==> config.mk <==
export PLATFORM = sky130hd
export DESIGN_NAME = bidir_shift_reg
export DESIGN_NICKNAME = d
export VERILOG_FILES = /design/src/rtl/bidir_shift_reg.sv
export SDC_FILE = /design/constraint.sdc
export NUM_CORES = 1
export LEC_CHECK = 0
export ABC_AREA = 1
export BUFFER_PORTS_ARGS = -buffer_cell sky130_fd_sc_hd__buf_2
export CAP_MARGIN = 5
export CORE_AREA = 2 2 39 41
export CTS_BUF_LIST = sky130_fd_sc_hd__clkbuf_16
export DETAILED_ROUTE_END_ITERATION = 6
export DIE_AREA = 0 0 41 43
export GPL_TIMING_DRIVEN = 1
export PLACE_DENSITY = 0.75
export SLEW_MARGIN = 30
export SYNTH_ARGS = -nofsm -noshare
export SYNTH_HDL_FRONTEND = slang
export SYNTH_SLANG_ARGS = --single-unit
export TNS_END_PERCENT = 30
==> constraint.sdc <==
create_clock -name clk -period 0.9 [get_ports clk]
set_input_delay 0.045 -clock clk [delete_from_list [all_inputs] [get_ports clk]]
set_output_delay 0.045 -clock clk [all_outputs]
set_load 0.05 [all_outputs]
==> src/rtl/bidir_shift_reg.sv <==
module bidir_shift_reg #(
  parameter int WIDTH = 8
) (
  input  logic             clk,
  input  logic             srst,
  input  logic [1:0]       mode,
  input  logic [WIDTH-1:0] par_in,
  input  logic             fill_lsb,
  input  logic             fill_msb,
  output logic [WIDTH-1:0] q
);
  localparam logic [1:0] MODE_SHL  = 2'b00;
  localparam logic [1:0] MODE_LOAD = 2'b01;
  localparam logic [1:0] MODE_HOLD = 2'b10;
  localparam logic [1:0] MODE_SHR  = 2'b11;
  localparam int TOP = WIDTH - 1;

  logic [WIDTH-1:0] nxt;

  for (genvar i = 0; i < WIDTH; i++) begin : g_stage
    logic from_low, from_high;
    if (i == 0) begin : g_lsb
      assign from_low = fill_lsb;
    end else begin : g_low
      assign from_low = q[i-1];
    end
    if (i == TOP) begin : g_msb
      assign from_high = fill_msb;
    end else begin : g_high
      assign from_high = q[i+1];
    end
    assign nxt[i] = mode[1] ? (mode[0] ? from_high : q[i])
                            : (mode[0] ? par_in[i] : from_low);
  end

  always_ff @(posedge clk) begin
    if (srst) q <= '0;
    else      q <= nxt;
  end

  AST_CLEAR:     assert property (@(posedge clk) srst |=> q == '0);
  AST_LOAD:      assert property (@(posedge clk) disable iff (srst) mode == MODE_LOAD |=> q == $past(par_in));
  AST_HOLD:      assert property (@(posedge clk) disable iff (srst) mode == MODE_HOLD |=> $stable(q));
  AST_SHL_BODY:  assert property (@(posedge clk) disable iff (srst) mode == MODE_SHL |=> q[TOP:1] == $past(q[TOP-1:0]));
  AST_SHL_FILL:  assert property (@(posedge clk) disable iff (srst) mode == MODE_SHL |=> q[0] == $past(fill_lsb));
  AST_SHR_BODY:  assert property (@(posedge clk) disable iff (srst) mode == MODE_SHR |=> q[TOP-1:0] == $past(q[TOP:1]));
  AST_SHR_FILL:  assert property (@(posedge clk) disable iff (srst) mode == MODE_SHR |=> q[TOP] == $past(fill_msb));
endmodule

# Word level (Yosys, flattened, before mapping)

Cells that the tools add are included.

Equality and inequality tests: 1
Multiplexer cells: 24

Operators with widths:

| cell               | count |
|---|---|
| $mux 1             | 24 |
| $ne 2x2->1 const B | 1 |

Register bits: 8
Output and inout bits: 8
Logic and storage cells: 26

# Depth between registers and ports, before layout

Word-level depth: 2
Gate-level depth with buffers: 5
Gate-level depth less buffers: 5

# Worst setup path after synthesis

Ideal clock, no wire load.

Kind: reg-to-reg
Start point: register q[3]
End point: register q[2]
Library setup time: 0.070 ns
Data arrival time: 0.980 ns
Data required time: 0.830 ns
Slack: -0.150 ns
Cell stages (with the launch flop): 5
Buffers on the path: 0
Period minus slack after synthesis: 1.050 ns
Cells stage by stage: dfxtp_1 inv_1 nand2_1 nand3_1 a21oi_1

Word-level cells in the longest chain between the ends: 2

Ends and longest elaborated chain:

| element                | line | text |
|---|---|---|
| start, declared        | 10   | `output logic [WIDTH-1:0] q` |
| start signal, assigned | 38   | `else q <= nxt;` |
| $mux 1 (2 in series)   | 32   | `assign nxt[i] = mode[1] ? (mode[0] ? from_high : q[i])` |

No other way between the ends. The select of a mux whose other input is x is not followed.
A chain may end at the register's enable or synchronous reset.

# Final worst setup path

Start point: register q[1]
End point: output q[1]

No word-level cell between the ends.

==> run summary <==
Status: finished, final reports clean
Reg2Reg Depth: 4
Yosys top cell area share: 32.6%
Bufs on Longest Clock Path: 2
Worst setup EP type: primary output
Area of the multi-input gates: 249 µm²
Core Box Area: 0.00138 mm²
Ys Warns: 0
Post-CTS setup buffer count: 0
Initial Util: 35.5%
DRC: 0
Sequential area share after synthesis: 32.6%
WP data required: 850 ps
First-pass GRT wire length: 2020 µm
Fill cells: 156
Total GRT Usage: 17.2%
Hold path depth: 3
DR pass1 iterations: 4
Max reg flops: 8
Crit path max fanout: 4
Crit path kind: flip-flop to primary output
Unrepaired setup endpoints after global routing: no
Placer Congestion: 0.794
Largest area contributor in the netlist: dfxtp_1
Routed wire length: 1200 µm
WL per Instance: 9.72 µm
FF-to-FF End: q[2]$_SDFFE_PP0P_
Mapped Cells: 85
Antenna viol nets, final: 0
Placed cell count: 120
WP buf/inv: 1
Period utilisation layout: 97.7%
Io pins: 22
Cts hold-fix bufs: 0
Congestion Overflow GR: 0
Die area: 0.00176 mm²
Crit path max-delay family: flip-flops
CP Launch Point: q[1]$_SDFFE_PP0P_
Worst r2r src: q[2]$_SDFFE_PP0P_
Post-CTS Resized: 0
Internal reg-to-reg setup slack: 180 ps
Vias in the first global route: 530
Max Freq: 1140 MHz
Clock slew at reported path FFs: 40 ps
Startpoint class of the critical path: flip-flop
Mapped Nets: 99
Crit path capture: q[1]
First DRT Iteration DRCs: 8
Crit path depth: 1
Final hold vios: 0
Leak: 0.380 nW
Clk_lat worst skew: 230 ps
Initial antenna violation count: 0
Max-slew violation count: 0
Worst path max stage delay: 340 ps
Final net count: 123
DIE WIDTH: 41 µm
Worst Tran Pin Value: 249 ps
Sequential Area: 169 µm²
CTS tree: built
Port bufs: 21
Max cap viols: 0
Total CTS buffers: 3
Sinks on Clock Net: 8
Largest Register: q
Pwr dens: 2090 mW/mm²
Biggest regs: q (8)
Clk_skew: 0.632 ps
Cell Area, Synth: 492 µm²
Proportion of layout cells with a drive suffix above 1: 30.8%
DPL Wire Length: 854 µm
Hold Path Class: input pin to flip-flop
Ant diodes: 0
Setup tns final: 0 ps
DR vias: 585
Slew HR: 83.5%
Cell row count: 14
Height of the die: 43 µm
P&R area growth vs syn: 37.9%
Synth cell types: 10
Final Instance Count excl. Fillers: 123
Yosys reg bits: 8
Largest net degree at the start of global routing: 13
Slowest cell on the critical path: dfxtp_2
Root buffer cell: clkbuf_16
Synth top area cells: dfxtp_1 (33%), nand2_1 (25%), nand3_1 (11%), inv_1 (9.9%), a21oi_1 (6.1%)
Vias per cell: 4.76
Setup WS pre-CTS: 114 ps
Final setup margin: 20.3 ps
Cell-by-cell trace of the critical path: buf_2
Final setup fails: 0
Total power: 1.42 mW
Worst vdd ir: 1.54 mV
CTS H-tree lvls: 1
Synth Area per Inst: 5.78 µm²
Worst Path Arrival: 830 ps
Final min period: 880 ps
-- per-layer routing --
layer / routed length [µm] / track usage (%) / vias up
met2: 550 / 25.6 / 22
met3: 91 / 6.28 / 4
li1: - / - / 302
met4: 30 / 10.0 / 0
met1: 523 / 20.0 / 257
met5: 0 / 0 / -
-- cells in the mapped netlist --
master    n
inv_2     1
nor2_1    8
dfxtp_1   8
nand3_1  11
a21oi_1   6
buf_4     1
nand2_1  33
buf_6     2
o21ai_1   2
inv_1    13
-- worst register-to-register path: cells and delay by family, from the launching register on --
kind                   cells  cell delay [ps]
AO/OA/AOI/OAI              1              150
buffers and inverters      1               60
flip-flops                 1              330
AND/OR/NAND/NOR            2              110
-- cell families (layout without fill, tap and decap cells) --
kind of cell | Yosys count | after routing | synth area share (%)
AO/OA/AOI/OAI | 8 | 8 | 8.14
flip-flops | 8 | 8 | 32.6
buffers and inverters | 17 | 39 | 16.8
AND/OR/NAND/NOR | 52 | 52 | 42.5
-- area by class of cell --
type / count / share of cell area, %
clock buffer: 3 / 11.1
tap: 16 / 2.95
multi-input combinational: 60 / 36.7
inverter: 14 / 7.75
sequential: 8 / 24.9
timing repair buffer: 22 / 16.6
-- cells in the final DEF (no fill, tap or decap), drive strengths merged --
cell type | netlist | final
inv | 14 | 14
o21ai | 2 | 2
clkbuf | 0 | 3
buf | 3 | 22
nor2 | 8 | 8
dfxtp | 8 | 8
a21oi | 6 | 6
nand3 | 11 | 11
nand2 | 33 | 33
-- worst min path at each step --
stage,startpoint,endpoint,slack (ps)
finish,par_in[6],q[6]$_SDFFE_PP0P_,50
global route,srst,q[4]$_SDFFE_PP0P_,90
CTS,par_in[6],q[6]$_SDFFE_PP0P_,50
detailed placement,par_in[6],q[6]$_SDFFE_PP0P_,280
global placement,par_in[6],q[6]$_SDFFE_PP0P_,270
floorplan,srst,q[1]$_SDFFE_PP0P_,110
-- stage by stage --
step                util (%)  cell area (µm²)  hold WS [ps]
global placement        43.6              603           274
floorplan                  -              500           107
detailed placement      43.6              603           285
global route            49.0              678          85.0
finish                  49.0              678          46.9
CTS                     49.0              678          50.5
-- where the power goes --
part	total, mW	internal (mW)	switching, mW
clock	0.739	0.572	0.167
combinational	0.271	0.0826	0.189
sequential	0.405	0.387	0.0180
(Power assumes the default switching activity.)
